===== src/rtl/cache2w_pkg.sv =====
package cache2w_pkg;
  typedef enum logic [2:0] {
    ST_IDLE,
    ST_HITW,
    ST_MREQ,
    ST_MWAIT,
    ST_WREQ,
    ST_WWAIT,
    ST_DONE
  } cstate_e;

  localparam int unsigned NWAYS = 2;
endpackage


===== src/rtl/cache2w_way.sv =====
module cache2w_way #(
  parameter int unsigned SETS  = 2,
  parameter int unsigned IW    = 1,
  parameter int unsigned TAG_W = 15,
  parameter int unsigned DW    = 32
) (
  input  logic             clk,
  input  logic             rst_n,
  input  logic [IW-1:0]    idx,
  output logic             rd_valid,
  output logic [TAG_W-1:0] rd_tag,
  output logic [DW-1:0]    rd_data,
  input  logic             wr_en,
  input  logic [TAG_W-1:0] wr_tag,
  input  logic [DW-1:0]    wr_data
);
  logic [SETS-1:0]  vld_q;
  logic [TAG_W-1:0] tag_q  [SETS];
  logic [DW-1:0]    data_q [SETS];

  always_ff @(posedge clk) begin
    if (!rst_n) vld_q <= '0;
    else if (wr_en) vld_q[idx] <= 1'b1;
  end

  always_ff @(posedge clk) begin
    if (wr_en) begin
      tag_q[idx]  <= wr_tag;
      data_q[idx] <= wr_data;
    end
  end

  assign rd_valid = vld_q[idx];
  assign rd_tag   = tag_q[idx];
  assign rd_data  = data_q[idx];
endmodule


===== src/rtl/cache2w_repl.sv =====
module cache2w_repl #(
  parameter int unsigned SETS = 2,
  parameter int unsigned IW   = 1
) (
  input  logic          clk,
  input  logic          rst_n,
  input  logic [IW-1:0] idx,
  input  logic          upd_en,
  input  logic          upd_val,
  output logic          victim
);
  logic [SETS-1:0] bits_q;

  always_ff @(posedge clk) begin
    if (!rst_n) bits_q <= '0;
    else if (upd_en) bits_q[idx] <= upd_val;
  end

  assign victim = bits_q[idx];
endmodule


===== src/rtl/cache2w_ctrl.sv =====
module cache2w_ctrl
  import cache2w_pkg::*;
#(
  parameter int unsigned AW      = 16,
  parameter int unsigned DW      = 32,
  parameter int unsigned HIT_LAT = 1
) (
  input  logic          clk,
  input  logic          rst_n,
  input  logic          req_valid,
  output logic          req_ready,
  input  logic          req_write,
  input  logic [AW-1:0] req_addr,
  input  logic [DW-1:0] req_wdata,
  output logic          rsp_valid,
  output logic          rsp_hit,
  output logic          rsp_write,
  output logic [DW-1:0] rsp_data,
  output logic          mem_req_valid,
  input  logic          mem_req_ready,
  output logic          mem_req_write,
  output logic [AW-1:0] mem_req_addr,
  output logic [DW-1:0] mem_req_wdata,
  input  logic          mem_rsp_valid,
  input  logic [DW-1:0] mem_rsp_data,
  input  logic          hit,
  input  logic          hit_way,
  input  logic          victim,
  input  logic [DW-1:0] hit_data,
  output logic [AW-1:0] cur_addr,
  output logic          line_we,
  output logic          line_way,
  output logic [DW-1:0] line_data,
  output logic          repl_we,
  output logic          repl_val
);
  localparam int unsigned CW = (HIT_LAT > 1) ? $clog2(HIT_LAT) : 1;
  localparam logic [CW-1:0] CNT_INIT = CW'(HIT_LAT - 1);

  cstate_e       state_q;
  logic [CW-1:0] cnt_q;
  logic [AW-1:0] sav_addr_q;
  logic [DW-1:0] sav_data_q;
  logic          sav_hit_q;
  logic          sav_wr_q;
  logic          accept;
  logic          tgt_way;

  assign req_ready = (state_q == ST_IDLE);
  assign accept    = req_valid && req_ready;
  assign tgt_way   = hit ? hit_way : victim;
  assign cur_addr  = (state_q == ST_IDLE) ? req_addr : sav_addr_q;

  always_comb begin
    line_we   = 1'b0;
    line_way  = tgt_way;
    line_data = req_wdata;
    repl_we   = 1'b0;
    repl_val  = ~tgt_way;
    if (accept && req_write) begin
      line_we = 1'b1;
      repl_we = 1'b1;
    end else if (accept && hit) begin
      repl_we = 1'b1;
    end else if (state_q == ST_MWAIT && mem_rsp_valid) begin
      line_we   = 1'b1;
      line_way  = victim;
      line_data = mem_rsp_data;
      repl_we   = 1'b1;
      repl_val  = ~victim;
    end
  end

  always_ff @(posedge clk) begin
    if (!rst_n) begin
      state_q    <= ST_IDLE;
      cnt_q      <= '0;
      sav_addr_q <= '0;
      sav_data_q <= '0;
      sav_hit_q  <= 1'b0;
      sav_wr_q   <= 1'b0;
    end else begin
      unique case (state_q)
        ST_IDLE: begin
          if (accept) begin
            sav_addr_q <= req_addr;
            sav_hit_q  <= hit;
            sav_wr_q   <= req_write;
            if (req_write) begin
              sav_data_q <= req_wdata;
              state_q    <= ST_WREQ;
            end else if (hit) begin
              sav_data_q <= hit_data;
              cnt_q      <= CNT_INIT;
              state_q    <= ST_HITW;
            end else begin
              state_q <= ST_MREQ;
            end
          end
        end
        ST_HITW: begin
          if (cnt_q == '0) state_q <= ST_IDLE;
          else cnt_q <= cnt_q - 1'b1;
        end
        ST_MREQ:  if (mem_req_ready) state_q <= ST_MWAIT;
        ST_MWAIT: begin
          if (mem_rsp_valid) begin
            sav_data_q <= mem_rsp_data;
            state_q    <= ST_DONE;
          end
        end
        ST_WREQ:  if (mem_req_ready) state_q <= ST_WWAIT;
        ST_WWAIT: if (mem_rsp_valid) state_q <= ST_DONE;
        ST_DONE:  state_q <= ST_IDLE;
        default:  state_q <= ST_IDLE;
      endcase
    end
  end

  assign rsp_valid     = ((state_q == ST_HITW) && (cnt_q == '0)) || (state_q == ST_DONE);
  assign rsp_hit       = sav_hit_q;
  assign rsp_write     = sav_wr_q;
  assign rsp_data      = sav_data_q;
  assign mem_req_valid = (state_q == ST_MREQ) || (state_q == ST_WREQ);
  assign mem_req_write = (state_q == ST_WREQ);
  assign mem_req_addr  = sav_addr_q;
  assign mem_req_wdata = sav_data_q;
endmodule


===== src/rtl/cache2w_top.sv =====
module cache2w_top
  import cache2w_pkg::*;
#(
  parameter int unsigned CACHE_SIZE = 16,
  parameter int unsigned HIT_LAT    = 1,
  parameter int unsigned AW         = 16,
  parameter int unsigned DW         = 32
) (
  input  logic          clk,
  input  logic          rst_n,
  input  logic          req_valid,
  output logic          req_ready,
  input  logic          req_write,
  input  logic [AW-1:0] req_addr,
  input  logic [DW-1:0] req_wdata,
  output logic          rsp_valid,
  output logic          rsp_hit,
  output logic          rsp_write,
  output logic [DW-1:0] rsp_data,
  output logic          mem_req_valid,
  input  logic          mem_req_ready,
  output logic          mem_req_write,
  output logic [AW-1:0] mem_req_addr,
  output logic [DW-1:0] mem_req_wdata,
  input  logic          mem_rsp_valid,
  input  logic [DW-1:0] mem_rsp_data
);
  localparam int unsigned SETS  = (CACHE_SIZE / 8 > 0) ? CACHE_SIZE / 8 : 1;
  localparam int unsigned IDX_W = $clog2(SETS);
  localparam int unsigned IW    = (IDX_W > 0) ? IDX_W : 1;
  localparam int unsigned TAG_W = AW - IDX_W;

  logic [AW-1:0]    cur_addr;
  logic [IW-1:0]    lk_idx;
  logic [TAG_W-1:0] lk_tag;
  logic [NWAYS-1:0] w_valid;
  logic [NWAYS-1:0] w_hit;
  logic [TAG_W-1:0] w_tag  [NWAYS];
  logic [DW-1:0]    w_data [NWAYS];
  logic             hit, hit_way, victim;
  logic [DW-1:0]    hit_data;
  logic             line_we, line_way, repl_we, repl_val;
  logic [DW-1:0]    line_data;

  generate
    if (IDX_W == 0) begin : g_one_set
      assign lk_idx = '0;
    end else begin : g_many_sets
      assign lk_idx = cur_addr[IDX_W-1:0];
    end
  endgenerate
  assign lk_tag = cur_addr[AW-1:IDX_W];

  generate
    for (genvar w = 0; w < NWAYS; w++) begin : g_way
      cache2w_way #(.SETS(SETS), .IW(IW), .TAG_W(TAG_W), .DW(DW)) way_i (
        .clk      (clk),
        .rst_n    (rst_n),
        .idx      (lk_idx),
        .rd_valid (w_valid[w]),
        .rd_tag   (w_tag[w]),
        .rd_data  (w_data[w]),
        .wr_en    (line_we && (line_way == w[0])),
        .wr_tag   (lk_tag),
        .wr_data  (line_data)
      );
      assign w_hit[w] = w_valid[w] && (w_tag[w] == lk_tag);
    end
  endgenerate

  assign hit      = |w_hit;
  assign hit_way  = w_hit[1];
  assign hit_data = w_hit[1] ? w_data[1] : w_data[0];

  cache2w_repl #(.SETS(SETS), .IW(IW)) repl_i (
    .clk     (clk),
    .rst_n   (rst_n),
    .idx     (lk_idx),
    .upd_en  (repl_we),
    .upd_val (repl_val),
    .victim  (victim)
  );

  cache2w_ctrl #(.AW(AW), .DW(DW), .HIT_LAT(HIT_LAT)) ctrl_i (
    .clk           (clk),
    .rst_n         (rst_n),
    .req_valid     (req_valid),
    .req_ready     (req_ready),
    .req_write     (req_write),
    .req_addr      (req_addr),
    .req_wdata     (req_wdata),
    .rsp_valid     (rsp_valid),
    .rsp_hit       (rsp_hit),
    .rsp_write     (rsp_write),
    .rsp_data      (rsp_data),
    .mem_req_valid (mem_req_valid),
    .mem_req_ready (mem_req_ready),
    .mem_req_write (mem_req_write),
    .mem_req_addr  (mem_req_addr),
    .mem_req_wdata (mem_req_wdata),
    .mem_rsp_valid (mem_rsp_valid),
    .mem_rsp_data  (mem_rsp_data),
    .hit           (hit),
    .hit_way       (hit_way),
    .victim        (victim),
    .hit_data      (hit_data),
    .cur_addr      (cur_addr),
    .line_we       (line_we),
    .line_way      (line_way),
    .line_data     (line_data),
    .repl_we       (repl_we),
    .repl_val      (repl_val)
  );
endmodule


===== config.mk =====
export PLATFORM = sky130hd
export DESIGN_NAME = cache2w_top
export DESIGN_NICKNAME = d
export VERILOG_FILES = /design/src/rtl/cache2w_pkg.sv /design/src/rtl/cache2w_way.sv /design/src/rtl/cache2w_repl.sv /design/src/rtl/cache2w_ctrl.sv /design/src/rtl/cache2w_top.sv
export SDC_FILE = /design/constraint.sdc
export NUM_CORES = 1
export LEC_CHECK = 0
export BUFFER_PORTS_ARGS = -buffer_cell sky130_fd_sc_hd__buf_2
export CORE_ASPECT_RATIO = 1.2
export CORE_UTILIZATION = 40
export DETAILED_ROUTE_END_ITERATION = 10
export PLACE_DENSITY = 0.68
export SLEW_MARGIN = 20
export SYNTH_ARGS = -nofsm -noshare
export SYNTH_HDL_FRONTEND = slang
export SYNTH_SLANG_ARGS = --single-unit

===== constraint.sdc =====
create_clock -name clk -period 8.7 [get_ports clk]
set_input_delay 2.175 -clock clk [delete_from_list [all_inputs] [get_ports clk]]
set_output_delay 2.175 -clock clk [all_outputs]
set_load 0.1 [all_outputs]

After elaboration in Yosys (flattened, before gate mapping)
Memory sizes are Yosys's and may differ from the RTL's. Index checks and enable logic that the tools add are counted.

Equality and inequality tests: 17. Bitwise operators: 6. Shifts and indexed selects: 0. Mux-type cells: 48. Multiply operators: 0. Reductions and logical operators: 21. Add/sub/neg operators: 1. Order comparisons: 2. Div/mod/pow operators: 0.

Operator list (count): 2-to-1 mux 32 bit (8); one-hot mux 32 bit (2 select lines) (1); equality test 15 bit (2); 2-to-1 mux 1 bit (27); 2-to-1 mux 3 bit (6); 2-to-1 mux 16 bit (1); one-hot mux 3 bit (5 select lines) (1); != test 2 bit (second input constant) (7); logical AND 1 bit (10); equality test 3 bit (second input constant) (3); AND reduction 4 bit (2); equality test 3 x 2 -> 1 bit (second input constant) (2); AND reduction 5 bit (1); NOT 1 bit (4); OR 2 bit (2); nonzero test 2 bit (2); OR reduction 2 bit (2); equality test 3 x 1 -> 1 bit (second input constant) (1); logical NOT 3 bit (1); != test 3 bit (second input constant) (1); bitwise mux 2 bit (1); logical OR 1 bit (2); < comparator 1 x 2 -> 1 bit (second input constant) (1); 2-to-1 mux 2 bit (1); other kinds (6) (6).

Word-level logic and storage cells: 108. Latch bits: 0. RAM bits: 188. Bits in read-only memories: 0. Memories kept: 4. Bits in registers: 60.

Memories: g_way[0].way_i.data_q (depth 2, width 32, read ports 1, clocked after Yosys merged registers in 0, wr ports 1, line cache2w_way.sv:19) `logic [DW-1:0] data_q [SETS];`; g_way[1].way_i.data_q (depth 2, width 32, read ports 1, clocked after Yosys merged registers in 0, wr ports 1, line cache2w_way.sv:19); g_way[0].way_i.tag_q (depth 2, width 15, read ports 1, clocked after Yosys merged registers in 0, wr ports 1, line cache2w_way.sv:18) `logic [TAG_W-1:0] tag_q [SETS];`; g_way[1].way_i.tag_q (depth 2, width 15, read ports 1, clocked after Yosys merged registers in 0, wr ports 1, line cache2w_way.sv:18).

Logic depth before layout (Yosys ltp)
Gate-level depths: netlist of the first run.

Depth after elaboration: 14. Gate-level depth with buffers: 15.

Hierarchy
A second synthesis of the first run with hierarchy kept.

Cells, all modules: 896. Area total of the unflattened synthesis: 11584.9 µm².

By module, submodules not included: cache2w_way (area an instance 3503.4 µm², cells an instance 154, times used 2); cache2w_ctrl (area an instance 3564.7 µm², cells an instance 494, times used 1); cache2w_top (area an instance 920.9 µm², cells an instance 84, times used 1); cache2w_repl (area an instance 92.6 µm², cells an instance 10, times used 1).

Worst setup path after synthesis of the first run
OpenSTA, ideal clock, no wires.

Path kind: input-to-reg. Start: input req_addr[0]. End: memory g_way[0].way_i.data_q[0][0], enable pin. Data required time: 8.178 ns. Data arrival time: 7.893 ns. Setup slack: 0.285 ns. Stages on the path: 11. Cell sequence: buf_2 -> nor4b_4 -> nor2_1 -> buf_2 -> buf_2 -> mux2i_1 -> xnor2_1 -> nor4_1 -> nand4_1 -> o21ai_0 -> nor3b_1.

Cells in the longest elaborated chain, start to end: 13. Elaborated cells between the ends (all ways): 25.

Ends and longest elaborated chain: start, declared (line cache2w_top.sv:14) `input logic [AW-1:0] req_addr,`; 2-to-1 mux 16 bit (*) (line cache2w_ctrl.sv:52) `assign cur_addr = (state_q == ST_IDLE) ? req_addr : sav_addr_q;`; memory (2 x 15 bit) / 2-to-1 mux 1 bit (equally long branches); equality test 15 bit / 2-to-1 mux 1 bit (equally long branches) (line cache2w_top.sv:67, cache2w_way.sv:33); logical AND 1 bit (line cache2w_top.sv:67) `assign w_hit[w] = w_valid[w] && (w_tag[w] == lk_tag);`; OR reduction 2 bit (line cache2w_top.sv:71) `assign hit = |w_hit;`; 2-to-1 mux 1 bit (line cache2w_ctrl.sv:51) `assign tgt_way = hit ? hit_way : victim;`; 2-to-1 mux 1 bit (line cache2w_ctrl.sv:65) `end else if (state_q == ST_MWAIT && mem_rsp_valid) begin`; 2-to-1 mux 1 bit (line cache2w_ctrl.sv:63) `end else if (accept && hit) begin`; 2-to-1 mux 1 bit (line cache2w_ctrl.sv:60) `if (accept && req_write) begin`; NOT 1 bit (line cache2w_top.sv:63) `.wr_en (line_we && (line_way == w[0])),`; logical AND 1 bit (line cache2w_top.sv:63); 2-to-1 mux 1 bit (line cache2w_way.sv:27) `if (wr_en) begin`; 2-to-1 mux 1 bit (not written as such) (line cache2w_way.sv:29) `data_q[idx] <= wr_data;`; end, declared (line cache2w_way.sv:19).

Every way passes the cells marked *; elsewhere a longest branch is shown, timed or not. The select of a mux whose other input is x is not followed.

Worst setup path after layout of the first run
Start: input req_addr[0]. End: register ctrl_i.sav_data_q[28] (netlist: ctrl_i.mem_req_wdata[28]).

Cells in the longest elaborated chain, start to end: 9. Elaborated cells between the ends (all ways): 21.

Ends and longest elaborated chain: 2-to-1 mux 16 bit (*) (line cache2w_ctrl.sv:52); memory (2 x 15 bit) / 2-to-1 mux 1 bit (equally long branches); equality test 15 bit / 2-to-1 mux 1 bit (equally long branches) (line cache2w_top.sv:67, cache2w_way.sv:33); logical AND 1 bit (line cache2w_top.sv:67); 2-to-1 mux 32 bit (line cache2w_top.sv:73) `assign hit_data = w_hit[1] ? w_data[1] : w_data[0];`; 2-to-1 mux 32 bit (line cache2w_ctrl.sv:92) `end else if (hit) begin`; 2-to-1 mux 32 bit (line cache2w_ctrl.sv:89) `if (req_write) begin`; 2-to-1 mux 32 bit (line cache2w_ctrl.sv:85) `if (accept) begin`; one-hot mux 32 bit (2 select lines) (line cache2w_ctrl.sv:83) `unique case (state_q)`; end signal, assigned (line cache2w_ctrl.sv:90) `sav_data_q <= req_wdata;`; end signal, assigned (line cache2w_ctrl.sv:93) `sav_data_q <= hit_data;`; end signal, assigned (line cache2w_ctrl.sv:108) `sav_data_q <= mem_rsp_data;`; end, declared (line cache2w_ctrl.sv:43) `logic [DW-1:0] sav_data_q;`.

Marks and branches as above. A chain may end at the register's enable or synchronous reset.

==> metrics, run 1 <==
syn avg cell area 11.97 sq um; Routed wire per std cell 18.34 um; grt met2 use 33.10%; largest net degree at the start of global routing 41; final period utilization 74.53%; initial antenna violation count 0; Final #Nets 1195; final hold violations 0; first-pass iteration count of the detailed router 5; routing usage on met1 21.28%; initial core utilization 40.89%; first-pass GRT wire length 42780 um; number of synthesized flops with an enable pin 188; clock skew 0.01794 ns; CTS tree yes; GPL Wtd Cong 0.7782; drt initial violations 500; #FFs+latches synth 247; clock sinks 247; PwrDens 347.5 mW/mm^2; Die ar. 0.03027 sq mm; Peak Freq 154.2 MHz; worst reg2reg path depth 11; Yosys top cell area share 47.73%; critical path launch point type input port; Worst setup EP type register; vias in the first global route 7881; Core ar. 0.02893 sq mm; Final Setup Violations 0; DR vias/cell 5.295; slew margin rel. 27.72%; ANT cells 0; CTS root buf clkbuf_16; share of layout cells above drive strength 1 30.47%; Yosys warnings 0; hold buffers post-CTS 0; Lkg Pwr 0.005276 uW; async set-reset flop share out of synthesis 0%; DR vias 8016; crit path from req_addr[0]; maximum vdd drop 0.2614 mV; RR Startpoint ctrl_i.state_q[0]; # IOs 172; Reg2Reg Capture Point ctrl_i.mem_req_wdata[28]; max-slew violation count 0; H-tree levels 1; RSZ-0062 raised after global routing false; GR peak layer met2; pin slew with the least headroom to its limit 1.084 ns; maximum clock path buffer count 3; Synth area leader edfxtp_1; clk_lat worst skew 0.53 ns; Min-Delay Path Class reg -> reg; Tmin final 6.484 ns; HPWL after detailed placement 18090 um; max-cap viol count 0; area grow syn2layout 15.42%; post-cts resize count 0; outcome completed; post-synthesis cell type count 56; grt met3 use 2.305%; DR DRC count 0; syn nets 1074; Worst EP arrival 6.84 ns; Gate Count Post-Synth 988; cells taking the most area after synthesis edfxtp_1 (48%), dfxtp_1 (10%), nand2_1 (4.9%), o32ai_2 (4.1%), mux2i_1 (3.6%); type of the worst setup path in -> reg; Setup crit end ctrl_i.mem_req_wdata[28]; residual overflow from global routing 0; num rows 68; fill cell total of the finished layout 2579; # Post-CTS Setup Buffers 0; Post-DRT Antenna Nets 0; sequential share of the synthesized area 57.71%; I/O Buffers 171; TNS Setup 0 ns; Main synth FF type edfxtp_1; die width 159.0 um; CP required 9.06 ns; cts bufs inserted 26; Fin Hold WS 0.4676 ns; Die H 190.4 um; GR Util All Layers 18.01%; Max FO, Critical Path 32; r2r setup slk 3.13 ns; Clock transition at path regs 0.06 ns; Post-Syn Area 0.01183 sq mm; Total Wirelength 27760 um
metrics by stage:
step | utilization (%) | std cells | total power [uW] | worst slack (ns) | area (sq um)
CTS | 47.06 | 1512 | 4781 | 2.152 | 13610
global placement | 44.05 | 1464 | 3627 | 1.735 | 12740
floorplan | - | 988 | 3354 | 0.2854 | 11830
finish | 47.20 | 1514 | 4744 | 2.216 | 13650
detailed placement | 44.05 | 1464 | 3658 | 1.618 | 12740
global route | 47.20 | 1514 | 4939 | 1.897 | 13650
synth_stat cells, types with 2 or more instances:
library cell  number
and3_1            10
a211oi_2          30
nand4_1            3
dfxtp_1           59
nor2_1            15
a211oi_1          33
nor4_1             4
nand2_1          153
or4_1              5
o32ai_1            2
a21oi_1           13
o21ai_1            4
o32ai_2           30
xor2_1             2
buf_1              2
o211a_1            2
or3_1             31
o21ai_0           39
nor3_1            32
xnor2_1           22
mux2_4             4
clkbuf_1          35
inv_1             71
buf_2             13
mux2_2            35
nor2b_1            4
buf_6              8
a21boi_0          17
edfxtp_1         188
nor3b_1            3
nand3_1           13
nand3_2            2
o21a_1             5
buf_4             35
mux2i_1           43
how the worst min path moves through the flow:
| stage | startpoint | end | cells past startpoint | slack, ns |
|---|---|---|---|---|
| floorplan | repl_i.bits_q[0] | repl_i.bits_q[0] | 2 | 0.44 |
| global placement | repl_i.bits_q[0] | repl_i.bits_q[0] | 2 | 0.45 |
| detailed placement | g_way[0].way_i.vld_q[1] | g_way[0].way_i.vld_q[1] | 1 | 0.46 |
| CTS | g_way[0].way_i.vld_q[1] | g_way[0].way_i.vld_q[1] | 1 | 0.47 |
| global route | repl_i.bits_q[0] | repl_i.bits_q[0] | 2 | 0.49 |
| finish | repl_i.bits_q[0] | repl_i.bits_q[0] | 2 | 0.47 |
metal layers:
metal,wire (um),up-vias
met1,11180,3884
met5,0,-
li1,-,3807
met2,14330,267
met3,1293,58
met4,956,0
power by group:
part | leakage (uW) | switching (uW) | total, uW | internal, uW
Clock | 0.000416 | 441 | 1120 | 677
Combinational | 0.00267 | 1540 | 2040 | 492
Sequential | 0.00219 | 98.8 | 1590 | 1490
Total | 0.00528 | 2080 | 4740 | 2660
sequential cells by signal, indices dropped and copies added, names as in the netlist:
register and count:
g_way.way_i.data_q 128, ctrl_i.rsp_hit 1, ctrl_i.rsp_write 1, g_way.way_i.tag_q 60
repl_i.bits_q 2, g_way.way_i.vld_q 4, ctrl_i.mem_req_addr 16, ctrl_i.mem_req_wdata 32
ctrl_i.state_q 3
cell usage in the layout (no fill, tap or decap), types with 3 or more instances in the layout:
cell type / count
clkbuf_1: 6
mux2i_1: 43
mux2_2: 35
o32ai_2: 30
nor3_1: 32
clkinv_1: 6
buf_2: 171
and3_1: 9
nand2_1: 152
a21boi_0: 17
nand3_1: 13
bufinv_16: 4
buf_4: 15
o21a_1: 5
a21oi_1: 11
edfxtp_1: 188
or4_1: 5
nor2b_1: 4
a211oi_1: 33
nand4_1: 3
inv_1: 70
or3_1: 31
dfxtp_1: 59
o21ai_1: 4
nor2_1: 13
xnor2_1: 22
a211oi_2: 30
nor4_1: 4
mux2_4: 4
clkbuf_16: 26
o21ai_0: 39
final cells by class:
type | count | area, sq um | area share (%)
tap | 385 | 481.7 | 3.528
inverter | 72 | 275.3 | 2.016
timing repair buffer | 188 | 1007 | 7.377
multi-input combinational | 574 | 4192 | 30.70
clock buffer | 33 | 686.9 | 5.031
sequential | 247 | 6827 | 50.00
clock inverter | 15 | 183.9 | 1.347
logic make-up (layout without fill, tap and decap cells):
family | Yosys count | in the layout | share of synthesized area (%)
buffers and inverters | 167 | 308 | 7.246
and+or+nand+nor | 286 | 286 | 11.57
DFF | 247 | 247 | 57.71
AOI/OAI and AO/OA | 181 | 181 | 14.03
muxes | 83 | 83 | 7.669
xor gates and xnor gates | 24 | 24 | 1.777
critical path, stage by stage:
cell and delay (ns):
buf_2 0.24, or4b_1 0.67, nand3_1 0.19, a21oi_1 0.08
or4_1 0.56, or4_1 0.49, buf_4 0.26, or2_2 0.73
a31oi_2 0.36, or2b_2 0.83, o32ai_1 0.21
(Power assumes the default switching activity.)
==> inputs of run 2 (changes only) <==
--- a/config.mk
+++ b/config.mk
@@ -9,7 +9,7 @@
 export CORE_ASPECT_RATIO = 1.2
 export CORE_UTILIZATION = 40
 export DETAILED_ROUTE_END_ITERATION = 10
-export PLACE_DENSITY = 0.68
+export PLACE_DENSITY = 0.65
 export SLEW_MARGIN = 20
 export SYNTH_ARGS = -nofsm -noshare
 export SYNTH_HDL_FRONTEND = slang
==> constraint.sdc (replaced) <==
create_clock -name clk -period 6 [get_ports clk]
set_input_delay 1.5 -clock clk [delete_from_list [all_inputs] [get_ports clk]]
set_output_delay 1.5 -clock clk [all_outputs]
set_load 0.1 [all_outputs]
==> metrics, run 2 (synthesis results as in run 1) <==
die width 159.0 um; PwrDens 497.4 mW/mm^2; area grow syn2layout 15.73%; most common cell after layout, fill and taps aside edfxtp_1; vias in the first global route 7920; I/O Buffers 171; Clock transition at path regs 0.06 ns; grt met2 use 33.35%; clk_lat worst skew 0.53 ns; Core ar. 0.02893 sq mm; DR DRC count 0; Routed wire per std cell 18.81 um; Placed Cells incl. Taps 1475; Worst EP arrival 5.22 ns; drt initial violations 384; DR vias 8133; Final #Nets 1204; maximum clock path buffer count 3; CTS root buf clkbuf_16; routing usage on met1 22.78%; Total Wirelength 28650 um; Final Setup Violations 0; CP top delay family simple AND/OR/NAND/NOR gates; CP required 6.20 ns; Max FO, Critical Path 31; initial core utilization 40.89%; critical path launch point type input port; Core Util, Final 47.32%; most flop-heavy register g_way.way_i.data_q; initial antenna violation count 2; max incr delay on CP 1.00 ns; RSZ-0062 raised after global routing false; maximum vdd drop 0.3678 mV; H-tree levels 1; Die H 190.4 um; final period utilization 83.62%; setup ws final 0.9829 ns; type of the worst setup path in -> reg; clock skew 0.02584 ns; clock sinks 247; DR vias/cell 5.340; Tmin final 5.017 ns; outcome completed; first-pass iteration count of the detailed router 4; residual overflow from global routing 0; CTS tree yes; number of flip-flops under the largest register name 128; post-cts resize count 0; Peak Freq 199.3 MHz; fill cell total of the finished layout 2629; most frequent cells in the layout edfxtp_1 (188), buf_2 (171), nand2_1 (152), inv_1 (71), dfxtp_1 (59); cts bufs inserted 25; critical path buffer and inverter count 2; slowest CP cell nor3b_4; share of layout cells above drive strength 1 31.66%; GPL Wtd Cong 0.7525; HPWL after detailed placement 18120 um; Post-DRT Antenna Nets 0; first-pass GRT wire length 44100 um; GR peak layer met2; crit path cell chain buf_2, nor4b_4, nor2_4, mux2i_1, xnor2_1, a2111oi_0, nand4_1, o21ai_0, nor3b_4, buf_12; pre-CTS setup slack 0.4284 ns; # Post-CTS Setup Buffers 0; max-cap viol count 0; grt met3 use 3.132%; Die ar. 0.03027 sq mm; Cell Count, Final, Fillers Out 1523; pin slew with the least headroom to its limit 1.145 ns; largest net degree at the start of global routing 53; Lkg Pwr 0.005321 uW; Min-Delay Path Class reg -> reg; max-slew violation count 0; GR Util All Layers 18.61%; slew margin rel. 23.56%; hold buffers post-CTS 0; Worst setup EP type register; final hold violations 0; num rows 68; # IOs 172
## run 2: cell types whose count changed in the layout (fill, tap and decap cells not counted), sizes merged
cell / change
buf: +10
clkinvlp: -2
inv: +1
clkinv: +1
clkbuf: +1
bufinv: -3
diode: +1
## run 2: final cells by class
cell class | count | area, sq um | share of cell area [%]
multi-input combinational | 574 | 4204 | 30.71
antenna | 1 | 2.502 | 0.01828
sequential | 247 | 6827 | 49.87
tap | 385 | 481.7 | 3.519
clock buffer | 34 | 719.4 | 5.255
clock inverter | 12 | 88.84 | 0.6489
inverter | 72 | 275.3 | 2.011
timing repair buffer | 198 | 1091 | 7.970
## run 2: path summary, 6_finish.rpt
path / startpoint / end / slack, ns / cells past startpoint
hold / removal: repl_i.bits_q[0] / repl_i.bits_q[0] / 0.46 / 2
hold reg to reg: repl_i.bits_q[0] / repl_i.bits_q[0] / 0.46 / 2
setup reg to reg: ctrl_i.state_q[0] / g_way[0].way_i.tag_q[0][7] / 1.13 / 10
setup / recovery: req_addr[0] / g_way[0].way_i.tag_q[0][7] / 0.98 / 10
## run 2: worst reg2reg max path: cells and delay by family (launching register included)
family	cells	cell delay [ns]
AOI/OAI and AO/OA	2	0.80
xor gates and xnor gates	1	0.26
buffers and inverters	2	0.57
DFF	1	0.52
muxes	1	0.53
and+or+nand+nor	4	1.84
## run 2: stage by stage
step                      setup TNS (ns)  cell area (sq um)  power, uW  hold slack (ns)
final                                  0              13690       6809           0.4610
after global routing                   0              13690       7093           0.4858
after CTS                              0              13670       6853           0.4667
after detailed placement               0              12860       5335           0.4599
after global placement                 0              12860       5300           0.4451
after floorplan                   -34.64              11850       4861           0.4387
## run 2: layer usage
metal | wire length [um] | part of all wire (%) | up-vias
li1 | - | - | 3823
met1 | 12050 | 42 | 4032
met2 | 14500 | 51 | 221
met3 | 1361 | 4.8 | 55
met4 | 728 | 2.5 | 2
met5 | 13 | 0.045 | -
## run 2: report_power, final
part | total [uW] | switching, uW | internal, uW | leakage (uW)
registers | 2310 | 145 | 2160 | 0.00219
clock network | 1520 | 639 | 882 | 0.000413
logic | 2980 | 2240 | 740 | 0.00272
